<file path="src/rtl/alu_bitslice_pkg.sv">
package alu_bitslice_pkg;
  typedef enum logic [1:0] {
    FN_ZERO = 2'b00,
    FN_XOR  = 2'b01,
    FN_AND  = 2'b10,
    FN_OR   = 2'b11
  } logic_fn_e;
endpackage

</file>
<file path="src/rtl/alu_fa_core.sv">
// Full adder exposing its propagate (XOR) and generate (AND) terms.
module alu_fa_core (
  input  logic a_i,
  input  logic b_i,
  input  logic c_i,
  output logic p_o,
  output logic g_o,
  output logic s_o,
  output logic c_o
);
  assign p_o = a_i ^ b_i;
  assign g_o = a_i & b_i;
  assign s_o = p_o ^ c_i;
  assign c_o = g_o | (p_o & c_i);
endmodule

</file>
<file path="src/rtl/alu_logic_mux.sv">
// Picks a logic function from the adder terms, then optionally inverts it.
module alu_logic_mux
  import alu_bitslice_pkg::*;
(
  input  logic      p_i,
  input  logic      g_i,
  input  logic_fn_e fn_i,
  input  logic      inv_i,
  output logic      y_o
);
  logic pick;
  always_comb begin
    unique case (fn_i)
      FN_ZERO: pick = 1'b0;
      FN_XOR:  pick = p_i;
      FN_AND:  pick = g_i;
      FN_OR:   pick = p_i | g_i;
      default: pick = 1'b0;
    endcase
  end
  assign y_o = pick ^ inv_i;
endmodule

</file>
<file path="src/rtl/alu_slice.sv">
// One bit of the ALU: B inverter, full adder, logic selector, carry gating.
module alu_slice
  import alu_bitslice_pkg::*;
(
  input  logic      a_i,
  input  logic      b_i,
  input  logic      sub_i,
  input  logic      arith_i,
  input  logic_fn_e fn_i,
  input  logic      inv_i,
  input  logic      cin_i,
  output logic      y_o,
  output logic      cout_o
);
  logic b_eff, c_eff, p, g, s, c_raw, lg;

  assign b_eff = b_i ^ sub_i;
  assign c_eff = cin_i & arith_i;

  alu_fa_core u_fa (
    .a_i(a_i), .b_i(b_eff), .c_i(c_eff),
    .p_o(p), .g_o(g), .s_o(s), .c_o(c_raw)
  );

  alu_logic_mux u_mux (
    .p_i(p), .g_i(g), .fn_i(fn_i), .inv_i(inv_i), .y_o(lg)
  );

  assign y_o    = arith_i ? s : lg;
  assign cout_o = arith_i & c_raw;

  always_comb begin
    // no carry leaves a slice in logic mode
    if (!arith_i) a_r8_slice_no_carry: assert (cout_o == 1'b0);
  end
endmodule

</file>
<file path="src/rtl/alu_bitslice.sv">
module alu_bitslice
  import alu_bitslice_pkg::*;
#(
  parameter int WIDTH = 4
) (
  input  logic [WIDTH-1:0] a_i,
  input  logic [WIDTH-1:0] b_i,
  input  logic             arith_i,
  input  logic             sub_i,
  input  logic [1:0]       fn_i,
  input  logic             inv_i,
  input  logic             cin_i,
  output logic [WIDTH-1:0] y_o,
  output logic             cout_o
);
  localparam int CW = WIDTH + 1;

  logic_fn_e        fn_e;
  logic [WIDTH:0]   chain;
  logic [WIDTH-1:0] b_op;

  assign fn_e     = logic_fn_e'(fn_i);
  assign chain[0] = cin_i;
  assign b_op     = b_i ^ {WIDTH{sub_i}};

  for (genvar gi = 0; gi < WIDTH; gi++) begin : g_slice
    alu_slice u_sl (
      .a_i(a_i[gi]), .b_i(b_i[gi]), .sub_i(sub_i), .arith_i(arith_i),
      .fn_i(fn_e), .inv_i(inv_i), .cin_i(chain[gi]),
      .y_o(y_o[gi]), .cout_o(chain[gi+1])
    );
  end

  assign cout_o = chain[WIDTH];

  always_comb begin
    if (arith_i) begin
      a_r1_r2_arith_sum: assert ({cout_o, y_o} ==
        (CW'(a_i) + CW'(b_op) + CW'(cin_i)));
    end else begin
      a_r8_no_carry_out: assert (cout_o == 1'b0);
      if (fn_i == 2'b00) a_r3_zero: assert (y_o == {WIDTH{inv_i}});
      if (fn_i == 2'b01) a_r4_xor: assert (y_o == ((a_i ^ b_op) ^ {WIDTH{inv_i}}));
      if (fn_i == 2'b10) a_r5_and: assert (y_o == ((a_i & b_op) ^ {WIDTH{inv_i}}));
      if (fn_i == 2'b11) a_r6_or: assert (y_o == ((a_i | b_op) ^ {WIDTH{inv_i}}));
    end
  end
endmodule

</file>
<file path="config.mk">
export PLATFORM = sky130hd
export DESIGN_NAME = alu_bitslice
export DESIGN_NICKNAME = d
export VERILOG_FILES = /design/src/rtl/alu_bitslice_pkg.sv /design/src/rtl/alu_fa_core.sv /design/src/rtl/alu_logic_mux.sv /design/src/rtl/alu_slice.sv /design/src/rtl/alu_bitslice.sv
export SDC_FILE = /design/constraint.sdc
export NUM_CORES = 1
export LEC_CHECK = 0
export BUFFER_PORTS_ARGS = -buffer_cell sky130_fd_sc_hd__buf_2
export CAP_MARGIN = 0
export CORE_AREA = 2 2 39 41
export DETAILED_ROUTE_END_ITERATION = 8
export DIE_AREA = 0 0 41 43
export GPL_TIMING_DRIVEN = 0
export PLACE_DENSITY = 0.69
export SETUP_SLACK_MARGIN = 0.3
export SYNTH_ARGS = -nofsm -noshare
export SYNTH_HDL_FRONTEND = slang
export SYNTH_SLANG_ARGS = --single-unit
</file>
<file path="constraint.sdc">
create_clock -name vclk -period 6.55
set_input_delay 1.965 -clock vclk [all_inputs]
set_output_delay 1.965 -clock vclk [all_outputs]
set_load 0.02 [all_outputs]
</file>
---- After elaboration in Yosys (flattened, before gate mapping) ----
Cells that the tools add are included.
Widths: inputs -> output; s select.
word-level totals
  flip-flop bits (word level) ............. 0
  latch bits .............................. 0
  memory bits (writable) .................. 0
  memory bits (read-only) ................. 0
  bits of input ports ..................... 14
  output and inout port bits .............. 5
  word-level logic and storage cells ...... 52
  memories ................................ 0
cells by class
  add/sub/neg operators ................... 0
  $mul .................................... 0
  divide/modulo/power cells ............... 0
  $lt $le $gt $ge ......................... 0
  eq/ne operators ......................... 3
  shifts and indexed selects .............. 0
  muxes and demuxes ....................... 8
  bitwise operators ....................... 40
  reduce and logical (&&, ||, !) cells .... 1
operator list
  kind                number
  $and 1x1->1         16
  $pmux 1 s4          4
  $xor 1x1->1         16
  $or 1x1->1          8
  $eq 2x2->1 const B  2
  $mux 1              4
  $eq 2x1->1 const B  1
  $logic_not 2->1     1

---- Depth between registers and ports, before layout ----
  depth in word-level cells ............... 17
  gate-level depth with buffers ........... 11

---- Cells and area by module ----
From an unflattened synthesis, not the netlist that was laid out.
second synthesis, totals
  cells, all modules ...................... 32
  area, all modules ....................... 370.4 µm²
by module, submodules not included
  module         times used  cells an instance  area an instance (µm²)  seq. area each (µm²)
  alu_slice      4           4                  38.8                    0.0
  alu_fa_core    4           2                  32.5                    0.0
  alu_logic_mux  4           2                  21.3                    0.0

---- Worst setup path before layout ----
OpenSTA, ideal clock, no wires.
  path kind ............................... input-to-output
  start ................................... input sub_i
  end ..................................... output y_o[3]
  arrival time ............................ 4.418 ns
  required time ........................... 4.585 ns
  setup slack ............................. 0.167 ns
  cell stages on the path ................. 11
  cell sequence ........................... xor2_1 > inv_1 > fa_1 > nand2b_1 > fa_1 > nand2b_1 > fa_1 > nand2b_1 > fa_1 > mux2i_1 > buf_4
on the way
  longest elaborated chain between the ends .. 16
  elaborated cells on any way between the ends .. 29
  those cells by class .................... 2 x mux; 27 x bitwise
ends and longest elaborated chain
  item         RTL line            text
  from (decl)  alu_bitslice.sv:9   input logic sub_i,
  $xor 1x1->1  alu_slice.sv:17     assign b_eff = b_i ^ sub_i;
  $xor 1x1->1  alu_fa_core.sv:11   assign p_o = a_i ^ b_i;
  $and 1x1->1  alu_fa_core.sv:14   assign c_o = g_o | (p_o & c_i);
  $or 1x1->1   alu_fa_core.sv:14
  $and 1x1->1  alu_slice.sv:30     assign cout_o = arith_i & c_raw;
  $and 1x1->1  alu_slice.sv:18     assign c_eff = cin_i & arith_i;
  $and 1x1->1  alu_fa_core.sv:14
  $or 1x1->1   alu_fa_core.sv:14
  $and 1x1->1  alu_slice.sv:30
  $and 1x1->1  alu_slice.sv:18
  $and 1x1->1  alu_fa_core.sv:14
  $or 1x1->1   alu_fa_core.sv:14
  $and 1x1->1  alu_slice.sv:30
  $and 1x1->1  alu_slice.sv:18
  $xor 1x1->1  alu_fa_core.sv:13   assign s_o = p_o ^ c_i;
  $mux 1 (*)   alu_slice.sv:29     assign y_o = arith_i ? s : lg;
  to (decl)    alu_bitslice.sv:13  output logic [WIDTH-1:0] y_o,
Every way passes the cells marked *; elsewhere a longest branch is shown, timed or not.

---- Worst setup path in the final report ----
Same ends and word-level chain as after synthesis.

==> out/results.txt <==
Dpl ws - -0.0725 ns
Die X - 41 um
Post-synthesis sequential area ratio - 0%
Mean post-synth cell area - 8.27 sq um
Met3 Use GR - 0%
# hold bufs at CTS - 0
Final Worst Setup Slack - 0.116 ns
Worst Path Required - 4.59 ns
Die Height - 43 um
Run status - finished clean
Library cells used by synthesis - 16
Vias in the first global route - 362
Fin. Hold Viols - 0
Global-route wire length before repair - 1410 um
Max-Cap Viols - 0
Vias - 451
Placed instance count - 94
Critical path origin - sub_i
Number of sequential cells - 0
Top cells by area, synth - ha_1 (21%), fa_1 (16%), xor2_1 (13%)
Iter 0 DRT Violations - 2
Max-Slew Margin vs Limit - 86.7%
Worst path max stage delay - 0.47 ns
Sw frac - 47.1%
Crit Path Max Fanout - 4
First-pass DRT Iterations - 4
RSZ-0062 raised after global routing - yes
Share of cells above drive strength 1 - 45.1%
Placement Rows - 14
Actual slew at the worst max-slew pin - 0.194 ns
Area Overhead vs Synth - 45.4%
Seq. cell area - 0 sq um
Vias per cell - 4.60
Routability cong. - 0.638
GR met2 Demand/Resource - 17.5%
Critical Path AT - 4.47 ns
Synth Cell Area - 488 sq um
GR peak layer - met2
Area leader, netlist - ha_1
Power Internal - 0.0357 mW
Total Routing Usage GR - 10.6%
Core Box Area - 1380 sq um
Synth top area share - 20.5%
Sequential fraction of design power - 0%
Full die area - 1760 sq um
Final ANT Viol Nets - 0
# clk buffers - 0
Synth warnings - 0
Max VDD drop - 30.1 uV
Synth Instances - 59
Hold Path Class - input pin to primary output
Crit path cell chain - buf_6 -> xor2_4 -> inv_2 -> fa_2 -> nand2b_4 -> fa_2 -> nand2b_4 -> fa_2 -> nand2b_4 -> fa_1 -> mux2i_1 -> buf_4 -> buf_6
Final min period - 6.43 ns
Slew Limit Fails - 0
Initial antenna violation count - 0
# setup viols final - 0
NumNets Final - 110
Setup CP Type - input pin to primary output
Most frequent cell after synthesis - inv_1
Fmax - 155 MHz
Starting density of the core - 35.3%
Fin cells - 98
CP max stage cell - fa_1
Aggregate global routing overflow - 0
I/O pins - 19
DRC Markers - 0
Post-DP HPWL - 738 um
Met1 Usage GRT - 15.8%
Largest net degree at the start of global routing - 10
NetSw - 0.0318 mW
Leakage power total - 0.379 nW
Comb pwr share - 100.0%
Crit end category - primary output
Synth cell count leaders - inv_1 (10), ha_1 (8), xor2_1 (7)
Startpoint types - input pin
Syn_nets - 85
Wire per inst - 8.46 um
Clock group share of total power - 0%
PwrDens - 95.0 nW/um^2
Ant. Diodes - 0
HP Start - fn_i[1]
Fin crit share - 98.2%
Routed Wire Length - 829 um
Total Power - 0.0674 mW
PortBufs - 19
[cell usage in the layout (no fill, tap or decap), drive strengths merged]
cell,n
mux2i,4
a32oi,4
buf,28
nand2b,4
and2b,1
a221o,1
fa,4
nor2,1
ha,8
inv,10
nand3,2
or2,3
nand2,4
xor2,7
nor2b,1
[per-stage QoR]
stage	hold slack (ns)	setup TNS [ns]	util, %	area (sq um)
finish	4.46	0	51.3	709
global route	4.52	0	51.3	709
CTS	4.45	0	50.7	702
detailed placement	4.45	-0.0725	47.4	656
global placement	4.45	-0.0794	47.4	656
floorplan	4.18	0	-	541
[cell type report]
cell class         instances  area, sq um
multi-input cells         44          464
repair buffers            23          143
inverters                 10         37.5
plain buffers              5         45.0
well taps                 16         20.0
fillers                  150          674
[critical path: cells and delay by family]
family,cells,cell delay [ns]
xor gates and xnor gates,1,0.16
and+or+nand+nor,3,0.42
buffers and inverters,4,0.43
muxes,1,0.06
adders and majority gates,4,1.43
[path summary, 6_finish.rpt]
| check | to | slack (ns) | depth (start not counted) |
|---|---|---|---|
| setup / recovery | y_o[3] | 0.12 | 13 |
| hold / removal | y_o[1] | 4.46 | 5 |
[power by group through the flow]
stage / Combinational (mW) / Clock [mW] / Sequential, mW
finish: 0.0674 / 0 / 0
global route: 0.0756 / 0 / 0
CTS: 0.0677 / 0 / 0
detailed placement: 0.0620 / 0 / 0
global placement: 0.0608 / 0 / 0
floorplan: 0.0450 / 0 / 0
[kinds of logic (layout without fill, tap and decap cells)]
group / after synthesis / after routing / synth area share, %
AOI/OAI and AO/OA: 5 / 5 / 9.23
xor gates and xnor gates: 7 / 7 / 12.6
adders and majority gates: 12 / 12 / 36.9
buffers and inverters: 15 / 38 / 14.9
muxes: 4 / 4 / 8.21
and+or+nand+nor: 16 / 16 / 18.2
[per-layer routing]
metal / vias up / wire (um)
met5: - / 0
met4: 0 / 0
met3: 0 / 31
met2: 8 / 425
met1: 208 / 372
li1: 235 / -
[timing repair]
item	CTS	global route
gates resized for setup	8	0
setup endpoints to repair	2	2
setup buffers	3	1
pin swaps	2	1
No activity file was read; power rests on OpenSTA's default activity.
